### config.mk
export PLATFORM = sky130hd
export DESIGN_NAME = irq_flag_ctrl
export DESIGN_NICKNAME = d
export VERILOG_FILES = /design/src/rtl/irq_flag_ctrl.sv
export SDC_FILE = /design/constraint.sdc
export NUM_CORES = 1
export LEC_CHECK = 0
export CORE_MARGIN = 4
export CORE_UTILIZATION = 30
export CTS_CLUSTER_DIAMETER = 40
export DETAILED_ROUTE_END_ITERATION = 8
export GPL_ROUTABILITY_DRIVEN = 0
export GPL_TIMING_DRIVEN = 0
export PLACE_DENSITY = 0.69
export SYNTH_ARGS = -nofsm -noshare
export SYNTH_HDL_FRONTEND = slang
export SYNTH_SLANG_ARGS = --single-unit
export TNS_END_PERCENT = 20
### constraint.sdc
create_clock -name clk -period 1.95 [get_ports clk]
set_clock_uncertainty 0.1 [all_clocks]
set_input_delay 0.4875 -clock clk [delete_from_list [all_inputs] [get_ports clk]]
set_output_delay 0.4875 -clock clk [all_outputs]
set_load 0.005 [all_outputs]
### src/rtl/irq_flag_ctrl.sv
module irq_flag_ctrl #(
  parameter int NSRC = 5,
  parameter int DW   = 8
) (
  input  logic            clk,
  input  logic            rst_n,
  input  logic [NSRC-1:0] src_evt,
  input  logic            wr_en,
  input  logic [DW-1:0]   wdata,
  input  logic            rd_en,
  output logic [DW-1:0]   rdata,
  output logic            irq
);
  localparam int PAD = DW - 1 - NSRC;

  logic [NSRC-1:0] flag_q, mask_q, flag_n, mask_n;
  logic            sum_q, sum_n, set_wr;

  assign set_wr = wr_en & wdata[DW-1];

  always_comb begin
    mask_n = mask_q;
    if (wr_en) begin
      if (wdata[DW-1]) mask_n = mask_q | wdata[NSRC-1:0];
      else             mask_n = mask_q & ~wdata[NSRC-1:0];
    end
  end

  assign flag_n = (rd_en ? '0 : flag_q) | src_evt;
  assign sum_n  = (rd_en ? 1'b0 : sum_q)
                | (|(src_evt & mask_n))
                | (set_wr & (|(flag_n & mask_n)));

  always_ff @(posedge clk or negedge rst_n) begin
    if (!rst_n) begin
      flag_q <= '0;
      mask_q <= '0;
      sum_q  <= 1'b0;
    end else begin
      flag_q <= flag_n;
      mask_q <= mask_n;
      sum_q  <= sum_n;
    end
  end

  assign rdata = {sum_q, {PAD{1'b0}}, flag_q};
  assign irq   = sum_q;
endmodule

**Word level (Yosys, flattened, before mapping)**

Index checks and enable logic that the tools add are counted.

- Register bits: 11
- Latch bits: 0
- RAM bits: 0
- Bits in read-only memories: 0
- Input bits: 17
- Output and inout bits: 9
- Word-level logic and storage cells: 19
- Memories kept: 0

- Add/sub/neg operators: 0
- Multipliers: 0
- Div/mod/pow operators: 0
- Order comparisons: 0
- Equality and inequality tests: 0
- Shift-type cells: 0
- Multiplexer cells: 4
- Bitwise operators: 10
- Reductions and logical operators: 2

Operators with widths:

| cell | number |
|---|---|
| $and 5x5->5 | 3 |
| $mux 5 | 3 |
| $or 5x5->5 | 2 |
| $reduce_or 5->1 | 2 |
| $not 5->5 | 1 |
| $and 1x1->1 | 2 |
| $or 1x1->1 | 2 |
| $mux 1 | 1 |

**Logic depth before layout (Yosys ltp)**

Gate-level depths: netlist of the first run.

- Depth after elaboration: 8
- Depth in mapped cells: 5
- Depth with buffers taken out: 5

**Worst setup path after synthesis of the first run**

Ideal clock, no wire load.

- Path kind: input -> register
- Start point: in wr_en
- End point: reg sum_q (netlist: irq)
- Library setup time: 0.133 ns
- Data arrival time: 1.316 ns
- Required time: 1.717 ns
- Setup slack: 0.401 ns
- Stages: 5
- Buffers on the path: 0
- Path through: nand2_1 -> mux2_4 -> o2bb2ai_2 -> o311ai_1 -> nand3_1

- Cells in the longest elaborated chain, start to end: 5
- Elaborated cells on any way between the ends: 9
- Classes of those cells: 1 x mux; 6 x bitwise; 2 x reduce/logical

RTL lines:

| element | RTL line | RTL |
|---|---|---|
| from (decl) | 8 | `input logic wr_en,` |
| $mux 5 (*) | 23 | `if (wr_en) begin` |
| via mask_n[2] | 16 | `logic [NSRC-1:0] flag_q, mask_q, flag_n, mask_n;` |
| $and 5x5->5, on equally long branches | 31, 32 |  |
| $reduce_or 5->1, on equally long branches | 31, 32 |  |
| $or 1x1->1 or $and 1x1->1 (tied branches) | 31, 32 |  |
| $or 1x1->1 (*) | 32 | `\| (set_wr & (\|(flag_n & mask_n)));` |
| via sum_n | 17 | `logic sum_q, sum_n, set_wr;` |
| to (signal assigned) | 42 | `sum_q <= sum_n;` |
| to (decl) | 17 |  |

Mark *: on every way through the listed nets, which the timed path passes. The rest lies on a longest branch.

**Worst setup path in the final report of the first run**

- Start point: in wdata[7]
- End point: reg sum_q (netlist: irq)

- Cells in the longest elaborated chain, start to end: 6
- Elaborated cells on any way between the ends: 10
- Classes of those cells: 2 x mux; 6 x bitwise; 2 x reduce/logical

RTL lines:

| element | RTL line | RTL |
|---|---|---|
| from (decl) | 9 | `input logic [DW-1:0] wdata,` |
| $mux 5 | 24 | `if (wdata[DW-1]) mask_n = mask_q \| wdata[NSRC-1:0];` |
| $mux 5 | 23 |  |
| $and 5x5->5, on equally long branches | 31, 32 |  |
| $reduce_or 5->1, on equally long branches | 31, 32 |  |
| $or 1x1->1 or $and 1x1->1 (tied branches) | 31, 32 |  |
| $or 1x1->1 (*) | 32 |  |
| via sum_n | 17 |  |

Marks and branches as above.

==> results by group, run 1 <==
Synth
  – Top_reg_cell synth: dfrtp_1
  – Post-synth ARST share: 1.00
  – Post-synth EDFFs: 0
  – Count leader, synth: dfrtp_1
  – Synth area leader: dfrtp_1
  – Cell area after synthesis: 515 um^2
  – Ys Warns: 0
  – Cell count after synthesis: 49
  – FF+latch count, synth: 11
  – Unique masters post-synth: 19
  – Post-synthesis sequential area ratio: 0.534
  – Mean Syn Cell Area: 10.5 um^2
  – Synth top area cells: dfrtp_1 53%, mux2i_1 7.8%, inv_1 6.6%
  – Synth top cells by count: 11 x dfrtp_1, 9 x inv_1, 5 x nand2_1
  – Post-synth top area share: 0.534

Die
  – Die area: 2450 um^2
  – Die W: 49.5 um
  – Core footprint: 1560 um^2
  – Initial Util: 0.331
  – Die Span Y: 49.5 um
  – IO Pins: 26
  – FP Rows: 14

Timing
  – Final Hold Fails: 0
  – Unrepaired setup endpoints after global routing: false
  – Post-layout min period: 1.83 ns
  – Hold_ws: 0.397 ns
  – Final period utilization: 0.938
  – Pins Over Slew Limit: 0
  – Number of setup violations in the final report: 0
  – Fmax: 547 MHz

Worst setup path
  – Critical path startpoint category: input pin
  – Delay-heaviest family, CP: buffers and inverters
  – Arrival @ worst endpoint: 1.87 ns
  – Crit end category: flop
  – Crit-path cells: clkdlybuf4s50_1 > mux2i_1 > o22ai_1 > o311ai_1 > nand3_1
  – Slowest stage delay, CP: 0.51 ns
  – CP max FO: 6
  – Crit path buf inv count: 1
  – Kind of critical path: input pin to flop
  – Critical path's slowest cell: clkdlybuf4s50_1
  – Critical Path RT: 1.99 ns

Global route
  – GRT Resource Usage Total: 0.0962
  – Initial antenna violation count: 0
  – First-pass GRT wire length: 1.81 mm
  – Vias in the first global route: 413
  – Largest net degree at the start of global routing: 12
  – GR Overflow Total: 0

Routing
  – 1st-iter DRT viols: 3
  – Iteration count of the initial detailed-routing pass: 4
  – Vias: 413
  – Residual DRC count: 0
  – Final ANT Viol Nets: 0
  – Vias per inst: 4.54
  – Routed wire per std cell: 11.8 um
  – WL final: 1.08 mm

Placed design
  – PortBufs: 21
  – Hpwl dp: 814 um

Layout
  – Fillers: 144
  – Share of layout cells above drive strength 1: 0.147
  – Synthesis-to-finish area growth: 50.2%
  – Ant. Diodes: 0
  – Final nets: 93

Power
  – Final Total Pwr: 0.000546 W
  – Lkg Pwr: 0.378 nW
  – Worst VDD drop: 375 uV
  – Cell Pwr Density: 705 nW/um^2

Clocking
  – Clk Latency, worst-skew pair: 0.26 ns
  – TritonCTS clock tree: yes
  – CTS Buffer Depth: 2
  – Worst-path clk slew: 0.07 ns
  – H-tree Lvls: 1
  – Root buf cell: clkbuf_4
  – Num Clock Sinks: 11
  – Cts bufs inserted: 3
  – CTS hold repair buffers: 0

Hold path
  – Hold Path Class: flop to flop

Outcome
  – Status: completed

Run
  – Maxcap violations: 0
==> cell usage in the layout, fill, tap and decap left out, types with 2 or more instances in the layout <==
cell and instances:
a21oi_1 3, buf_4 3, nand2_1 5, clkdlybuf4s50_1 20, dfrtp_1 11, mux2i_1 4
conb_1 2, clkbuf_4 3, o22ai_1 2, inv_1 9
==> worst paths after layout <==
check	start	to	slack [ns]	cells past startpoint
max	wdata[7]	irq	0.12	5
min	flag_q[0]	flag_q[0]	0.40	2
max reg2reg	mask_q[4]	irq	0.53	4
min reg2reg	flag_q[0]	flag_q[0]	0.40	2
max in group asynchronous	rst_n	mask_q[2]	0.98	1
min in group asynchronous	rst_n	flag_q[0]	0.45	1
==> state kept, by name, indices dropped and copies added, names as in the netlist <==
register,count
mask_q,5
flag_q,5
irq,1
==> layer usage <==
layer,global-route usage,vias up,routed length (um)
met5,0,-,0
met4,0.0553,0,6
met3,0.0482,2,162
met2,0.138,27,406
met1,0.115,178,499
li1,-,206,-
==> layout make-up <==
cell class	instances	area [um^2]	share of cell area
buffer	3	22.5	0.0291
clock buffer	4	26.3	0.0339
inverter	10	37.5	0.0485
multi-input combinational	26	184	0.237
sequential	11	275	0.355
tap	16	20.0	0.0258
timing repair buffer	21	209	0.270
==> worst reg2reg max path, stage by stage, from the launching register on <==
cell,delay [ns]
dfrtp_1,0.36
mux2i_1,0.27
o22ai_1,0.14
o311ai_1,0.32
nand3_1,0.11
==> report_power, final <==
group	internal, W	total [W]	leakage (nW)	switching (W)
sequential	0.000252	0.000262	0.122	0.00000913
clock	0.0000791	0.000152	0.0150	0.0000731
combinational	0.0000787	0.000132	0.241	0.0000536
total	0.000410	0.000546	0.378	0.000136
==> stage by stage <==
step	TNS, ns	utilization	worst slack [ns]	area [um^2]	cells
6_report	0	0.497	0.121	774	91
5_1_grt	0	0.497	0.00811	774	91
4_1_cts	0	0.497	0.112	774	91
3_5_place_dp	-0.321	0.481	-0.321	749	87
3_3_place_gp	-0.289	0.481	-0.289	749	87
2_1_floorplan	0	-	0.401	519	50
==> kinds of logic (layout without fill, tap and decap cells) <==
group                  after synthesis  in the layout  share of synthesized area
DFF                                 11             11                      0.534
buffers and inverters               13             38                      0.116
and+or+nand+nor                      8              8                     0.0752
other                                1              2                    0.00727
muxes                                5              5                      0.107
AOI/OAI and AO/OA                   11             11                      0.160
==> repair_timing <==
item,4_1_cts,5_1_grt
setup endpoints to repair,1,0
buffers inserted,0,0
resized for setup,1,0
Note: power is estimated with default switching activity, not from simulation.
==> run 2, diff against run 1 <==
DONT_BUFFER_PORTS = 1   (was not set)
PLACE_DENSITY = not set   (was 0.69)
PLACE_DENSITY_LB_ADDON = 0.25   (was not set)
==> run 2 against run 1 <==
Maximum frequency is 31% higher. Die area is the same. Clock power about the same. Sequential share of layout area is 12 points higher. Wire length is 8.9% lower. Core utilization shrank 13 points. Register-to-register slack better by 0.03 ns. First-iteration DRC count is 67% lower. Sequential power about the same. Count of clock-buffer cells in the layout is the same. Cell area decreased by 26%. Global-route usage down 0.61 points. Critical path type is now flop to primary output. Largest power group unchanged.
==> results by group, run 2 (synthesized netlist as in run 1, its figures left out) <==
Worst setup path
  – Worst R2R Path Depth: 4 (unchanged)
  – Critical path's slowest cell: dfrtp_1
  – Crit-path cells: buf_4
  – Delay-heaviest family, CP: flip-flops
  – Critical path startpoint category: flop
  – Slowest stage delay, CP: 0.41 ns (-0.10 ns)
  – CP startpoint: irq
  – Kind of critical path: flop to primary output
  – Reg-to-reg slack, setup: 0.56 ns (+0.03 ns)
  – RR Startpoint: mask_q[4]
  – R2r endpoint: irq
  – Critical Path RT: 1.36 ns (-0.63 ns)
  – CP max FO: 3 (-3)
  – Arrival @ worst endpoint: 0.81 ns (-1.06 ns)
  – Crit path buf inv count: 1 (unchanged)
  – Crit end category: primary output

Run
  – Maxcap violations: 0 (unchanged)

Global route
  – GRT Resource Usage Total: 0.0902 (-0.00609)
  – First-pass GRT wire length: 1.63 mm (-9.9%)
  – GRT Max-Usage Layer: met2
  – Vias in the first global route: 373 (-9.7%)
  – Largest net degree at the start of global routing: 12 (unchanged)
  – Grt met1 use: 0.114 (-0.000809)
  – Grt met3 use: 0.0512 (+0.00301)
  – Initial antenna violation count: 0 (unchanged)
  – Routing usage on met2: 0.123 (-0.0156)
  – GR Overflow Total: 0 (unchanged)

Layout
  – Most common cell after layout, fill and taps aside: dfrtp_1
  – Final nets: 73 (-22%)
  – Share of layout cells above drive strength 1: 0.200 (+0.0533)
  – Fillers: 166 (+15%)
  – Most frequent cells in the layout: 11 x dfrtp_1, 9 x inv_1, 5 x nand2_1
  – Final std cells w/o fill: 71 (-22%)
  – Synthesis-to-finish area growth: 11.7%
  – Ant. Diodes: 0 (unchanged)

Routing
  – Routed wire per std cell: 13.8 um (+17%)
  – Vias per inst: 4.75 (+4.6%)
  – Residual DRC count: 0 (unchanged)
  – Final ANT Viol Nets: 0 (unchanged)
  – WL final: 979 um (-8.9%)
  – 1st-iter DRT viols: 1 (-2)
  – Iteration count of the initial detailed-routing pass: 3 (-1)
  – Vias: 337 (-18%)

Clocking
  – Cts bufs inserted: 3 (unchanged)
  – Worst-path clk slew: 0.07 ns (about the same)
  – Root buf cell: clkbuf_4
  – TritonCTS clock tree: yes
  – Post-CTS Repair Setup Buffers: 0 (unchanged)
  – Post-CTS resize count: 0 (-1)
  – Clk Latency, worst-skew pair: 0.26 ns (about the same)
  – CTS hold repair buffers: 1 (+1)
  – H-tree Lvls: 1 (unchanged)
  – Num Clock Sinks: 11 (unchanged)
  – CTS Buffer Depth: 2 (unchanged)

Die
  – Core footprint: 1560 um^2 (unchanged)
  – Die W: 49.5 um (unchanged)
  – FP Rows: 14 (unchanged)
  – Initial Util: 0.331 (unchanged)
  – IO Pins: 26 (unchanged)
  – Die Span Y: 49.5 um (unchanged)
  – Die area: 2450 um^2 (unchanged)

Timing
  – Unrepaired setup endpoints after global routing: false
  – Pins Over Slew Limit: 0 (unchanged)
  – Final period utilization: 0.719 (-0.219)
  – Final setup TNS: 0 ns (unchanged)
  – Final setup margin: 0.548 ns (+0.428 ns)
  – Fmax: 713 MHz (+31%)
  – Hold_ws: 0.232 ns (-0.165 ns)
  – Number of setup violations in the final report: 0 (unchanged)
  – Post-layout min period: 1.40 ns (-0.428 ns)
  – Final Hold Fails: 0 (unchanged)

Placed design
  – Dpl ws: 0.297 ns (+0.618 ns)
  – PortBufs: 0 (-100%)
  – Hpwl dp: 801 um (-1.7%)
  – DP Cell Count: 66 (-24%)

Hold path
  – Hold path start: src_evt[1]
  – Hold Crit Depth: 1 (-1)
  – Hold Path Class: input pin to flop
  – Hold Path Sink: flag_q[1]

Outcome
  – Status: completed

Power
  – Worst VDD drop: 473 uV (+26%)
  – Cell Pwr Density: 856 nW/um^2 (+21%)
  – Lkg Pwr: 0.297 nW (-21%)
==> run 2: changes by cell type in the layout (fill, tap and decap cells not counted) <==
cell             change
dlygate4sd2_1        -1
clkdlybuf4s50_1     -20
dlygate4sd3_1        +1
==> run 2: final cells by class <==
class	instances	area, um^2	area share
timing repair buffer	1	10.0	0.0174
sequential	11	275	0.478
clock buffer	4	26.3	0.0457
buffer	3	22.5	0.0391
tap	16	20.0	0.0348
multi-input combinational	26	184	0.320
inverter	10	37.5	0.0652
==> run 2: power breakdown <==
group          switching [W]  leakage, nW  internal (W)
registers          0.0000114        0.122      0.000252
clock network      0.0000713       0.0150     0.0000790
logic              0.0000406        0.160     0.0000382
==> run 2: worst max path at each step <==
stage | slack, ns | endpoint | depth (start not counted)
final | 0.55 | rdata[7] | 1
after global routing | 0.42 | irq | 4
after detailed placement | 0.30 | irq | 5
after floorplan | 0.40 | irq | 5
after CTS | 0.53 | rdata[7] | 1
after global placement | 0.32 | irq | 5
==> run 2: per-stage QoR <==
step                      power [W]  instance area (um^2)   util
after CTS                  0.000501                   576  0.369
after floorplan            0.000328                   519      -
after global placement     0.000340                   539  0.346
final                      0.000493                   576  0.369
after global routing       0.000523                   576  0.369
after detailed placement   0.000343                   539  0.346
==> run 2: per-layer routing <==
| layer | wire length (um) | vias up |
|---|---|---|
| met2 | 401 | 16 |
| met5 | 0 | - |
| met4 | 6 | 0 |
| met3 | 128 | 2 |
| li1 | - | 169 |
| met1 | 442 | 150 |
